**config.mk**
```make
export PLATFORM = sky130hd
export DESIGN_NAME = rxdma_engine
export DESIGN_NICKNAME = d
export VERILOG_FILES = /design/src/rtl/rxdma_pkg.sv /design/src/rtl/rxdma_copy_timer.sv /design/src/rtl/rxdma_read_port.sv /design/src/rtl/rxdma_engine.sv
export SDC_FILE = /design/constraint.sdc
export NUM_CORES = 1
export LEC_CHECK = 0
export CAP_MARGIN = 0
export CORE_ASPECT_RATIO = 1.75
export CORE_MARGIN = 4
export CORE_UTILIZATION = 45
export CTS_CLUSTER_DIAMETER = 50
export DETAILED_ROUTE_END_ITERATION = 12
export GPL_ROUTABILITY_DRIVEN = 1
export GPL_TIMING_DRIVEN = 0
export MAX_ROUTING_LAYER = met4
export PLACE_DENSITY = 0.84
export SLEW_MARGIN = 20
export SYNTH_ARGS = -nofsm -noshare
export SYNTH_HDL_FRONTEND = slang
export SYNTH_SLANG_ARGS = --single-unit
```
**constraint.sdc**
```tcl
create_clock -name clk -period 3 [get_ports clk]
set_clock_uncertainty 0.2 [all_clocks]
set_input_delay 0.3 -clock clk [delete_from_list [all_inputs] [get_ports clk]]
set_output_delay 0.3 -clock clk [all_outputs]
set_load 0.05 [all_outputs]
```
**src/rtl/rxdma_pkg.sv**
```systemverilog
package rxdma_pkg;

   typedef enum logic [2:0] {
      ST_IDLE  = 3'd0,
      ST_WAIT  = 3'd1,
      ST_BEGIN = 3'd2,
      ST_COPY  = 3'd3,
      ST_DONE  = 3'd4
   } rx_state_e;

   localparam int FLAG_W      = 6;
   localparam int DW_LEN_W    = 16;
   localparam int DW_FLAG_LSB = 16;
   localparam int DW_MORE     = 30;
   localparam int DW_CMPL     = 31;
   localparam int DW_CNT_LSB  = 32;
   localparam int REQ_LEN_LSB = 32;

   localparam int FL_TCP = 1;
   localparam int FL_UDP = 2;

   function automatic logic [7:0] sat_count(input logic [31:0] n);
      return (n > 32'd255) ? 8'hFF : n[7:0];
   endfunction

endpackage

```
**src/rtl/rxdma_copy_timer.sv**
```systemverilog
module rxdma_copy_timer #(
   parameter int LEN_W     = 16,
   parameter int LAT_BASE  = 4,
   parameter int LAT_PER64 = 2,
   parameter int LAT_W     = 20
) (
   input  logic             clk,
   input  logic             rst_n,
   input  logic             load,
   input  logic [LEN_W-1:0] len,
   input  logic             tick,
   output logic             expired
);
   localparam int CHUNK_LG = 6;

   logic [LAT_W-1:0] cnt;
   logic [LAT_W-1:0] load_val;
   logic [LEN_W:0]   chunks;

   assign chunks = ({1'b0, len} + (LEN_W+1)'((2**CHUNK_LG) - 1)) >> CHUNK_LG;

   generate
      if (LAT_BASE >= (2**LAT_W)) begin : g_chk_base
         $error("LAT_W too small for LAT_BASE");
      end
      if (LAT_PER64 == 0) begin : g_flat
         logic unused_chunks;
         assign unused_chunks = ^chunks;
         assign load_val = LAT_W'(LAT_BASE);
      end else begin : g_scaled
         assign load_val = LAT_W'(LAT_BASE) + LAT_W'(chunks) * LAT_W'(LAT_PER64);
      end
   endgenerate

   always_ff @(posedge clk) begin
      if (!rst_n)                  cnt <= '0;
      else if (load)               cnt <= load_val;
      else if (tick && cnt != '0)  cnt <= cnt - 1'b1;
   end

   assign expired = (cnt == '0);

   a_r5_countdown: assert property (@(posedge clk) disable iff (!rst_n)
      (tick && !load && cnt != '0) |=> (cnt == $past(cnt) - 1'b1));

endmodule

```
**src/rtl/rxdma_read_port.sv**
```systemverilog
module rxdma_read_port
   import rxdma_pkg::*;
#(
   parameter int CNT_W = 10
) (
   input  logic             clk,
   input  logic             rst_n,
   input  logic             rd_req,
   input  logic             engine_idle,
   input  logic [31:0]      done_word,
   input  logic [CNT_W-1:0] fifo_count,
   output logic             rd_valid,
   output logic [63:0]      rd_data
);
   logic pend;
   logic want;

   assign want = pend | rd_req;

   always_ff @(posedge clk) begin
      if (!rst_n) begin
         pend     <= 1'b0;
         rd_valid <= 1'b0;
         rd_data  <= '0;
      end else begin
         rd_valid <= 1'b0;
         if (want && engine_idle) begin
            pend     <= 1'b0;
            rd_valid <= 1'b1;
            rd_data  <= {24'b0, sat_count(32'(fifo_count)), done_word};
         end else if (rd_req) begin
            pend <= 1'b1;
         end
      end
   end

   a_r11_answer_when_idle: assert property (@(posedge clk) disable iff (!rst_n)
      rd_valid |-> $past(engine_idle));
   a_r10_count_saturated: assert property (@(posedge clk) disable iff (!rst_n)
      rd_valid |-> (rd_data[63:40] == '0));

endmodule

```
**src/rtl/rxdma_engine.sv**
```systemverilog
module rxdma_engine
   import rxdma_pkg::*;
#(
   parameter int ADDR_W    = 32,
   parameter int LEN_W     = 16,
   parameter int CNT_W     = 10,
   parameter int LAT_BASE  = 4,
   parameter int LAT_PER64 = 2,
   parameter int LAT_W     = 20
) (
   input  logic              clk,
   input  logic              rst_n,
   input  logic              rx_enable,
   input  logic              req_wr,
   input  logic [63:0]       req_word,
   output logic              req_err,
   input  logic              pkt_valid,
   input  logic [LEN_W-1:0]  pkt_len,
   input  logic [5:0]        pkt_flags,
   output logic              pkt_pop,
   input  logic [CNT_W-1:0]  fifo_count,
   output logic              mem_valid,
   input  logic              mem_ready,
   output logic [ADDR_W-1:0] mem_addr,
   output logic [LEN_W-1:0]  mem_len,
   output logic [LEN_W-1:0]  mem_offset,
   input  logic              rd_req,
   output logic              rd_valid,
   output logic [63:0]       rd_data,
   output logic              irq_rxdata
);
   generate
      if (ADDR_W > 32 || ADDR_W < 1) begin : g_chk_addr
         $error("ADDR_W must be 1..32");
      end
      if (LEN_W > DW_LEN_W || LEN_W < 1) begin : g_chk_len
         $error("LEN_W must be 1..16");
      end
   endgenerate

   rx_state_e         state;
   logic [ADDR_W-1:0] buf_addr;
   logic [LEN_W-1:0]  buf_len;
   logic [LEN_W-1:0]  rem;
   logic [LEN_W-1:0]  offset;
   logic [5:0]        flags_q;
   logic              have_part;
   logic [LEN_W-1:0]  cp_len;
   logic [LEN_W-1:0]  cp_len_q;
   logic [31:0]       done_word;
   logic              accept;
   logic              last;
   logic              tmr_expired;
   logic              unused_req;

   assign unused_req = ^req_word;
   assign req_err    = req_wr && (state != ST_IDLE);
   assign cp_len     = (buf_len < rem) ? buf_len : rem;
   assign accept     = (state == ST_BEGIN) && mem_ready;
   assign last       = (rem == cp_len_q);

   assign mem_valid  = (state == ST_BEGIN);
   assign mem_addr   = buf_addr;
   assign mem_len    = cp_len;
   assign mem_offset = offset;
   assign pkt_pop    = (state == ST_DONE) && last;
   assign irq_rxdata = (state == ST_DONE);

   always_ff @(posedge clk) begin
      if (!rst_n) begin
         state     <= ST_IDLE;
         buf_addr  <= '0;
         buf_len   <= '0;
         rem       <= '0;
         offset    <= '0;
         flags_q   <= '0;
         have_part <= 1'b0;
         cp_len_q  <= '0;
         done_word <= '0;
      end else begin
         case (state)
            ST_IDLE: begin
               if (req_wr) begin
                  buf_addr  <= req_word[ADDR_W-1:0];
                  buf_len   <= req_word[REQ_LEN_LSB +: LEN_W];
                  done_word <= '0;
                  if (rx_enable) state <= ST_WAIT;
               end
            end
            ST_WAIT: begin
               if (have_part) begin
                  state <= ST_BEGIN;
               end else if (pkt_valid) begin
                  rem       <= pkt_len;
                  offset    <= '0;
                  flags_q   <= pkt_flags;
                  have_part <= 1'b1;
                  state     <= ST_BEGIN;
               end
            end
            ST_BEGIN: begin
               if (mem_ready) begin
                  cp_len_q <= cp_len;
                  state    <= ST_COPY;
               end
            end
            ST_COPY: begin
               if (tmr_expired) state <= ST_DONE;
            end
            ST_DONE: begin
               done_word <= '0;
               done_word[DW_LEN_W-1:0] <= DW_LEN_W'(cp_len_q);
               done_word[DW_FLAG_LSB +: FLAG_W] <= flags_q;
               done_word[DW_CMPL] <= 1'b1;
               if (last) begin
                  have_part <= 1'b0;
                  rem       <= '0;
               end else begin
                  done_word[DW_MORE] <= 1'b1;
                  rem    <= rem - cp_len_q;
                  offset <= offset + cp_len_q;
               end
               state <= ST_IDLE;
            end
            default: state <= ST_IDLE;
         endcase
      end
   end

   rxdma_copy_timer #(
      .LEN_W(LEN_W), .LAT_BASE(LAT_BASE), .LAT_PER64(LAT_PER64), .LAT_W(LAT_W)
   ) u_timer (
      .clk(clk), .rst_n(rst_n), .load(accept), .len(cp_len),
      .tick(state == ST_COPY), .expired(tmr_expired)
   );

   rxdma_read_port #(.CNT_W(CNT_W)) u_rdport (
      .clk(clk), .rst_n(rst_n), .rd_req(rd_req),
      .engine_idle(state == ST_IDLE), .done_word(done_word),
      .fifo_count(fifo_count), .rd_valid(rd_valid), .rd_data(rd_data)
   );

   a_r2_busy_write_ignored: assert property (@(posedge clk) disable iff (!rst_n)
      req_err |=> ($stable(buf_addr) && $stable(buf_len)));
   a_r3_wait_on_empty: assert property (@(posedge clk) disable iff (!rst_n)
      (state == ST_WAIT && !pkt_valid && !have_part) |=> (state == ST_WAIT));
   a_r4_len_bound: assert property (@(posedge clk) disable iff (!rst_n)
      mem_valid |-> (mem_len <= buf_len && mem_len <= rem));
   a_r8_pop_only_last: assert property (@(posedge clk) disable iff (!rst_n)
      pkt_pop |-> (irq_rxdata && rem == cp_len_q));
   a_r9_irq_then_idle: assert property (@(posedge clk) disable iff (!rst_n)
      irq_rxdata |=> (state == ST_IDLE && !irq_rxdata));
   a_r13_proto_exclusive: assert property (@(posedge clk) disable iff (!rst_n)
      (state == ST_WAIT && !have_part && pkt_valid) |-> !(pkt_flags[FL_TCP] && pkt_flags[FL_UDP]));

endmodule

```
==> impl_summary.md, run 1 <==
Placement
Counting tap cells, the placed design contains a total of 1689 instances. The worst slack after detailed placement is -0.726 ns. The area after detailed placement is 11800 um^2.

The HPWL after detailed placement is 23.7 mm. In this run the tool buffered the top-level ports with 185 buffer cells. The routability-driven placement congestion ratio is 0.951.

Synthesis
The flop and latch count out of synthesis is 184. The compound-gate portion of the synthesized area came to 0.172. Summing every instance area after synthesis gives 9540 um^2. The combinational family with the most area after synthesis is simple AND/OR/NAND/NOR gates.

The mux cell area share after synthesis is 0.0300. The basic-gate share of the synthesized area counting and, or, nand and nor cells is 0.228. The share of the yosys chip area belonging to registers is 0.386. Counting flops with an async set or reset pin after synthesis yields a share of 0. The count of flip-flops with a built-in enable after synthesis is 0.

The adder-cell share of the synthesized area is 0.0659. The Yosys warning count is 0. For this run, the leading register cell type out of synthesis is sky130_fd_sc_hd__dfxtp_1. The post-synthesis cell count is 1221.

Of the total synthesized cell area, the portion taken by XOR and XNOR cells is 0.0450. The mean instance size in the synthesized netlist is 7.81 um^2. The post-synthesis cell type count is 65.

Floorplanning
The die height is 201 um. The overall die width is 118 um. The starting density of the core is 0.457.

The number of placement rows is 70. After floorplanning, the core was sized to cover 20800 um^2. Pin placement for this block handled 236 I/O pins. The total die area is 23700 um^2.

Drt
The detailed-route wire length per cell is 19.2 um. In the routed layout, each cell is associated on average with a via count of 5.66. The pre-antenna-repair detailed-routing pass consisted of 8 iterations. The total length of routed wires is 34.3 mm. For this run, design rule violations remaining after detail routing come to 0. The number of DRC markers in iteration 0 is 869. The via count is 10100.

The count of nets left with antenna violations once routing finished came out at 0.

Worst setup path
In this run the worst setup path begins at rem[2]. The worst setup path is captured at a register. The end of the worst register-to-register path is u_timer.cnt[8].

The arrival time at the worst endpoint is 3.43 ns. The startpoint identified for the worst register-to-register timing path is rem[2]. STA classifies the critical path startpoint as a register. Of all nets on the critical path, the largest fanout is 7.

The worst setup path is of the reg -> reg kind. STA puts the critical path data required time at 3.17 ns. In this run the worst setup path terminates at u_timer.cnt[8].

The worst register-to-register path has a depth of 15. The worst-case register-to-register setup slack is -0.26 ns.

STA
Timing would allow up to 307 MHz. The final worst slack is -0.258 ns. The worst hold slack across all endpoints is 0.154 ns. Of the available clock period, the critical path in the final layout requires 1.09. For the pin with the worst max-slew slack, the measured transition is 0.881 ns. Headroom to the max-slew limit came out at 0.413. The final number of max-transition violations is 0. The final number of hold-violating endpoints was 0. Setup repair after global routing could not meet its margin everywhere. The worst path in the final design needs a cycle of 3.26 ns, including I/O delays and setup.

Setup violations remaining at the end of the flow were counted as 23. The total negative setup slack is -3.72 ns.

Status
The flow ran to the end, but the final reports show violations. The checks that failed: negative setup slack.

Pwr
The share of total power consumed by net switching is 0.359. The peak supply drop is 0.368 mV. The leakage component of the power is 5.31 nW. The power share of the sequential group is 0.350. The clock power share is 0.301. The overall power is 7.59 mW.

The share of total power dissipated in combinational logic is 0.349. The net switching power figure is 2.72 mW. The internal power of the cells totals 4.86 mW.

Power spread over the standard cell area amounts to 559 nW/um^2.

Clocking
At the later pin of the worst-skew pair, clock insertion delay measures 0.45 ns. In this run the clock root is driven by a sky130_fd_sc_hd__clkbuf_16. The number of clock sinks is 184.

The maximum number of buffers from clock root to sink is 2. The clock buffer count from CTS is 17. TritonCTS built the clock tree. After clock tree synthesis, the clock-pin slew on the worst setup and hold paths is 0.07 ns. The maximum level of the CTS H-tree is 4.

GRT
Entering global routing, the biggest net connects 19 pins. In the global route stage, overall resource usage came out at 0.274. The overflow left after global routing is 0. The initial antenna violation count is 0. The first global-routing pass estimated 50.7 mm of wire. The via count of the first global-routing pass came to 9991.

Finish
The share of layout cells above drive strength 1 is 0.179. 0 antenna diodes ended up in the layout. The library cell used most frequently in the layout, excluding fill and tap cells, is sky130_fd_sc_hd__nand2_1. The finished cells cover 13600 um^2. The area growth from synthesis to layout is 42.4%. The number of nets in the layout is 1672.

The library cells used most frequently in the layout, excluding fill and tap cells, are sky130_fd_sc_hd__nand2_1 (242), sky130_fd_sc_hd__clkdlybuf4s50_1 (167), sky130_fd_sc_hd__a21oi_1 (165). At the end of the flow the core is filled with cells to 0.651. The finished layout holds 1785 standard cells, fillers aside.

Hold path
The worst hold path belongs to the class in -> reg.

Flow run
The max-capacitance violation count is 0.
==> power groups by stage <==
stage / Combinational (mW) / Clock (mW) / Sequential [mW]
2_1_floorplan: 1.19 / 0 / 2.85
3_3_place_gp: 1.93 / 0 / 2.69
3_5_place_dp: 1.95 / 0 / 2.70
4_1_cts: 2.34 / 2.28 / 2.64
5_1_grt: 2.78 / 2.36 / 2.66
6_report: 2.65 / 2.28 / 2.65
==> cells by family (layout without fill, tap and decap cells) <==
kind of cell	after synthesis	count (layout)
adder cells (fa/ha/maj)	49	49
flip-flops	184	184
AO/OA/AOI/OAI	277	277
other	1	32
XOR/XNOR	49	49
multiplexers	24	24
AND/OR/NAND/NOR	492	492
buffers and inverters	145	426
==> sequential cells by signal, indices dropped and copies added, names as in the netlist <==
name,count
u_rdport.pend,1
mem_offset,16
state,3
rem,16
u_timer.cnt,20
mem_addr,32
done_word,24
u_rdport.rd_valid,1
flags_q,6
cp_len_q,16
u_rdport.rd_data,32
have_part,1
buf_len,16
==> synth_stat cells, types with 4 or more instances <==
library cell,count,area (um^2)
sky130_fd_sc_hd__nand2_1,246,923
sky130_fd_sc_hd__dfxtp_1,184,3680
sky130_fd_sc_hd__a21oi_1,170,851
sky130_fd_sc_hd__nor2_1,92,345
sky130_fd_sc_hd__clkbuf_1,57,214
sky130_fd_sc_hd__nand3_1,50,250
sky130_fd_sc_hd__ha_1,47,588
sky130_fd_sc_hd__inv_1,41,154
sky130_fd_sc_hd__buf_4,33,248
sky130_fd_sc_hd__xnor2_1,29,254
sky130_fd_sc_hd__nor3_1,25,125
sky130_fd_sc_hd__a211oi_1,22,165
sky130_fd_sc_hd__xor2_1,20,175
sky130_fd_sc_hd__o21ai_0,18,90.1
sky130_fd_sc_hd__nor4_1,16,100
sky130_fd_sc_hd__nand4_1,13,81.3
sky130_fd_sc_hd__a31oi_1,12,75.1
sky130_fd_sc_hd__mux2i_1,11,110
sky130_fd_sc_hd__a21o_1,9,67.6
sky130_fd_sc_hd__mux2_2,9,101
sky130_fd_sc_hd__o21ai_1,9,45.0
sky130_fd_sc_hd__or3_1,9,56.3
sky130_fd_sc_hd__nand2b_1,8,50.1
sky130_fd_sc_hd__nor2b_1,8,50.1
sky130_fd_sc_hd__buf_1,7,26.3
sky130_fd_sc_hd__o21a_1,6,45.0
sky130_fd_sc_hd__and3_1,5,31.3
sky130_fd_sc_hd__o211ai_1,5,37.5
sky130_fd_sc_hd__and2_1,4,25.0
sky130_fd_sc_hd__o31ai_1,4,30.0
sky130_fd_sc_hd__or2_2,4,25.0
sky130_fd_sc_hd__or4_1,4,30.0
==> final cells by class <==
class / count / area [um^2]
Fill cell: 1641 / 7270
Clock inverter: 15 / 156
Timing Repair Buffer: 250 / 2460
Buffer: 100 / 542
Sequential cell: 184 / 3750
Multi-Input combinational cell: 923 / 5760
Inverter: 44 / 170
Tap cell: 252 / 315
Clock buffer: 17 / 425
==> per-layer routing <==
layer  GRT usage  vias to the layer above  wire (um)
met4       0.199                        0       2760
li1            -                     4730          -
met5           -                        -          0
met2       0.491                      544      17700
met1       0.263                     4624      11500
met3      0.0443                      210       2330
==> critical path, stage by stage, from the launching register on <==
cell,delay [ns]
sky130_fd_sc_hd__dfxtp_4,0.36
sky130_fd_sc_hd__inv_2,0.04
sky130_fd_sc_hd__ha_4,0.21
sky130_fd_sc_hd__a211oi_2,0.24
sky130_fd_sc_hd__o21ai_2,0.11
sky130_fd_sc_hd__a21oi_2,0.24
sky130_fd_sc_hd__o21ai_2,0.11
sky130_fd_sc_hd__buf_6,0.15
sky130_fd_sc_hd__buf_6,0.12
sky130_fd_sc_hd__mux2_4,0.31
sky130_fd_sc_hd__xor2_2,0.16
sky130_fd_sc_hd__ha_2,0.25
sky130_fd_sc_hd__nand4_1,0.20
sky130_fd_sc_hd__a31oi_4,0.27
sky130_fd_sc_hd__nand4_1,0.12
sky130_fd_sc_hd__o221ai_1,0.11
==> what timing repair did <==
action / 4_1_cts / 5_1_grt
hold buffers: 0 / 0
pin swaps: 24 / 29
gates resized for setup: 215 / 64
buffers inserted: 32 / 34
gates cloned: 1 / 0
setup endpoints to repair: 46 / 60
==> how the worst min path moves through the flow <==
stage / start / end / slack [ns] / cells past startpoint
floorplan: flags_q[0] / done_word[16] / 0.23 / 2
global placement: done_word[10] / u_rdport.rd_data[10] / 0.24 / 2
detailed placement: done_word[5] / u_rdport.rd_data[5] / 0.24 / 2
CTS: fifo_count[9] / u_rdport.rd_data[37] / 0.14 / 3
global route: req_word[43] / buf_len[11] / 0.19 / 3
finish: fifo_count[9] / u_rdport.rd_data[37] / 0.15 / 3
No activity file was read; power rests on OpenSTA's default activity.
==> run 2, diff against run 1 <==
CORE_ASPECT_RATIO = 1.25   (was 1.75)
CORE_UTILIZATION = 51   (was 45)
DONT_BUFFER_PORTS = 1   (was default)
PLACE_DENSITY = 0.76   (was 0.84)
==> run 2 against run 1 <==
The run still ends with negative setup slack left. Highest routed layer unchanged. Sequential share of layout area grew 3.2 points. Worst hold slack lost 0.15 ns. Sequential power grew 7%. Count of clock-buffer cells in the layout is the same. Clock power is essentially flat. Flip-flop and latch count is the same. Setup slack lost 0.015 ns. Routed wire length shrank 9.2%. Critical path depth shrank 1. Register-to-register slack lost 0.02 ns.
==> impl_summary.md, run 2 (synthesis results as in run 1) <==
Floorplanning
The total die area came to 21000 um^2 (-11%). The overall die width was 130 um (+10%). The starting density of the core was 0.523 (+0.0654).

The I/O pin count was 236 (unchanged). The die height was 161 um (-20%). The placeable core region was 18200 um^2 (-13%). The number of placement rows came to 55 (-21%).

Clocking
The number of clock sinks was 184 (unchanged). The clock buffer count from CTS was 17 (unchanged). The cell chosen for the clock root is sky130_fd_sc_hd__clkbuf_16. The maximum level of the CTS H-tree is 4 (unchanged).

The clock slew at the register clock pins of the worst setup and hold paths is 0.08 ns (about the same). The maximum number of buffers from clock root to sink is 2 (unchanged). The CTS tree is built. The clock latency of the later-clocked register in the worst-skew pair is 0.44 ns (about the same).

Status
The checks that failed: negative setup slack. The flow ran to the end, but the final reports show violations.

Worst setup path
The highest-delay cell along the critical path is sky130_fd_sc_hd__mux2_4. STA classifies the critical path endpoint as a register. The largest incremental delay on the critical path is 0.42 ns (+0.06 ns). The buffer and inverter count on the worst path is 2 (-1). The most numerous cell type found on the critical path is sky130_fd_sc_hd__nand4_1.

The maximum fanout encountered on the critical timing path was 6 (-1). The path type of the worst setup path is reg -> reg. The critical path data required time was 3.16 ns (about the same). The signal on the critical path passes through inv_1, ha_4, nand2_1, o21ai_1, a21oi_4, o21ai_4, buf_6, mux2_4, xor2_2, ha_2, nand4_1, a31oi_4, nand4_1, o221ai_1. The category of cells accounting for the largest share of critical-path delay is compound AO/OA/AOI/OAI gates. The arrival time at the worst endpoint is 3.44 ns (about the same).

STA classifies the critical path startpoint as a register.

Drt
The number of DRC markers in iteration 0 was 940 (+8.2%). The number of design rule violations left after detail routing is 0 (unchanged). The number of iterations in the first detailed-routing pass is 5 (-3).

The via count is 9429 (-6.7%). The remaining number of nets flagged by the antenna check after routing is 0 (unchanged). The detail-routed via count per cell was 5.80 (+2.3%). The total length of routed wires was 31.2 mm (-9.2%).

The detailed-route wire length per cell is 19.1 um (-0.36%).

STA
The ratio of final minimum period to clock period was 1.09 (+0.00513). The final critical-path required period is 3.27 ns (+0.0154 ns). The final worst slack came to -0.273 ns (-0.0154 ns).

The final number of hold-violating endpoints came to 0 (unchanged). The maximum clock frequency was 305 MHz (-0.47%). The final number of max-transition violations is 0 (unchanged).

The relative max-transition margin is 0.368 (-0.0444). The worst hold slack across all endpoints came to 0.00777 ns (-0.146 ns). The final count of negative-setup-slack endpoints is 21 (-8.7%). The slew of the pin with the lowest slew margin is 0.947 ns (+0.0666 ns).

Setup repair after global routing could not meet its margin everywhere.

Pwr
The peak supply drop was 0.392 mV (+6.4%). The power density normalized to cell area is 587 nW/um^2 (+5.1%). The leakage component of the power is 4.73 nW (-11%).

Finish
The number of nets in the layout is 1537 (-8.1%). The relative area change from synthesis to final layout is 27.9%. The library cells used most frequently in the layout, excluding fill and tap cells, are sky130_fd_sc_hd__nand2_1 (241), sky130_fd_sc_hd__a21oi_1 (167), sky130_fd_sc_hd__dfxtp_1 (151). The sequential cell area is 3760 um^2 (+0.37%). The combined area of the multi-input logic cells was 5730 um^2 (-0.50%). The library cell used most frequently in the layout, excluding fill and tap cells, is sky130_fd_sc_hd__nand2_1.

The filler cell count in the final layout was 1436 (-12%). The fraction of the core area covered by cells at the end of the flow came to 0.669 (+0.0175). The share of layout cells above drive strength 1 is 0.162 (-0.0176).

GRT
The wire length of the first global-routing pass came to 46.1 mm (-9.0%). The overflow left after global routing came to 0 (unchanged). The initial antenna violation count is 0 (unchanged).

The global routing usage summed across all routing layers was 0.286 (+0.0119). The largest net degree at the start of global routing came to 20 (+1). The via count of the first global-routing pass is 9081 (-9.1%).

Hold path
The tightest min-delay check is of the in -> reg type.

Placement
The placed wire-length estimate is 21.0 mm (-11%). The number of I/O port buffers is 0 (-100%). The routability-driven placement congestion ratio is 0.982 (+3.2%).

Flow run
The max-capacitance violation count is 0 (unchanged).
## run 2: changes by cell type in the layout (fill, tap and decap cells not counted), sizes merged
cell / previous run / this run
dlygate4sd3: 0 / 83
diode: 0 / 2
clkbuf: 74 / 73
clkinv: 6 / 7
clkdlybuf4s50: 167 / 0
clkinvlp: 2 / 1
buf: 126 / 76
inv: 50 / 49
## run 2: layout make-up
class                           count  share of cell area
Multi-Input combinational cell    923               0.470
Sequential cell                   184               0.308
Timing Repair Buffer              115              0.0887
Buffer                            100              0.0444
Clock buffer                       17              0.0349
Tap cell                          228              0.0234
Inverter                           44              0.0155
Clock inverter                     14              0.0145
Antenna cell                        2            0.000410
## run 2: power by group
group	internal, mW	leakage (nW)	switching, mW
Combinational	0.826	2.92	1.20
Clock	1.20	0.295	1.09
Sequential	2.55	1.51	0.296
Total	4.57	4.73	2.60
## run 2: path summary, 6_finish.rpt
check,depth (start not counted),start,end,slack (ns)
min reg2reg,2,done_word[10],u_rdport.rd_data[10],0.25
max,14,rem[11],u_timer.cnt[8],-0.27
max reg2reg,14,rem[11],u_timer.cnt[8],-0.27
min,2,rst_n,u_timer.cnt[15],0.008
## run 2: through the flow
step           cells  setup slack (ns)  setup TNS, ns  total power, mW  instance area (um^2)
3_3_place_gp    1480            -0.517          -4.31             4.33                  9950
5_1_grt         1625            -0.388          -4.84             7.43                 12200
2_1_floorplan   1252            0.0142              0             4.04                  9660
6_report        1627            -0.273          -3.18             7.16                 12200
3_5_place_dp    1480            -0.559          -5.09             4.35                  9950
4_1_cts         1611            -0.200          -1.36             6.89                 11800
## run 2: repair_timing
| item | 4_1_cts | 5_1_grt |
|---|---|---|
| hold endpoints to repair | 85 | 0 |
| setup buffers | 17 | 15 |
| hold buffers | 83 | 0 |
| endpoints found under the setup margin | 47 | 75 |
| pin swaps | 20 | 18 |
| resized for setup | 84 | 68 |
## run 2: layer usage
layer  wire (um)  vias up  GRT usage
met1       11500     4322      0.327
met5           0        -          -
li1            -     4470          -
met2       15100      511      0.463
met4        1670        0      0.143
met3        2900      126     0.0685
==> run 3, diff against run 2 <==
ABC_CLOCK_PERIOD_IN_PS = 3000   (was default)
==> results of run 3 <==
No change in the layout: final DEF, timing and power equal those of run 2.
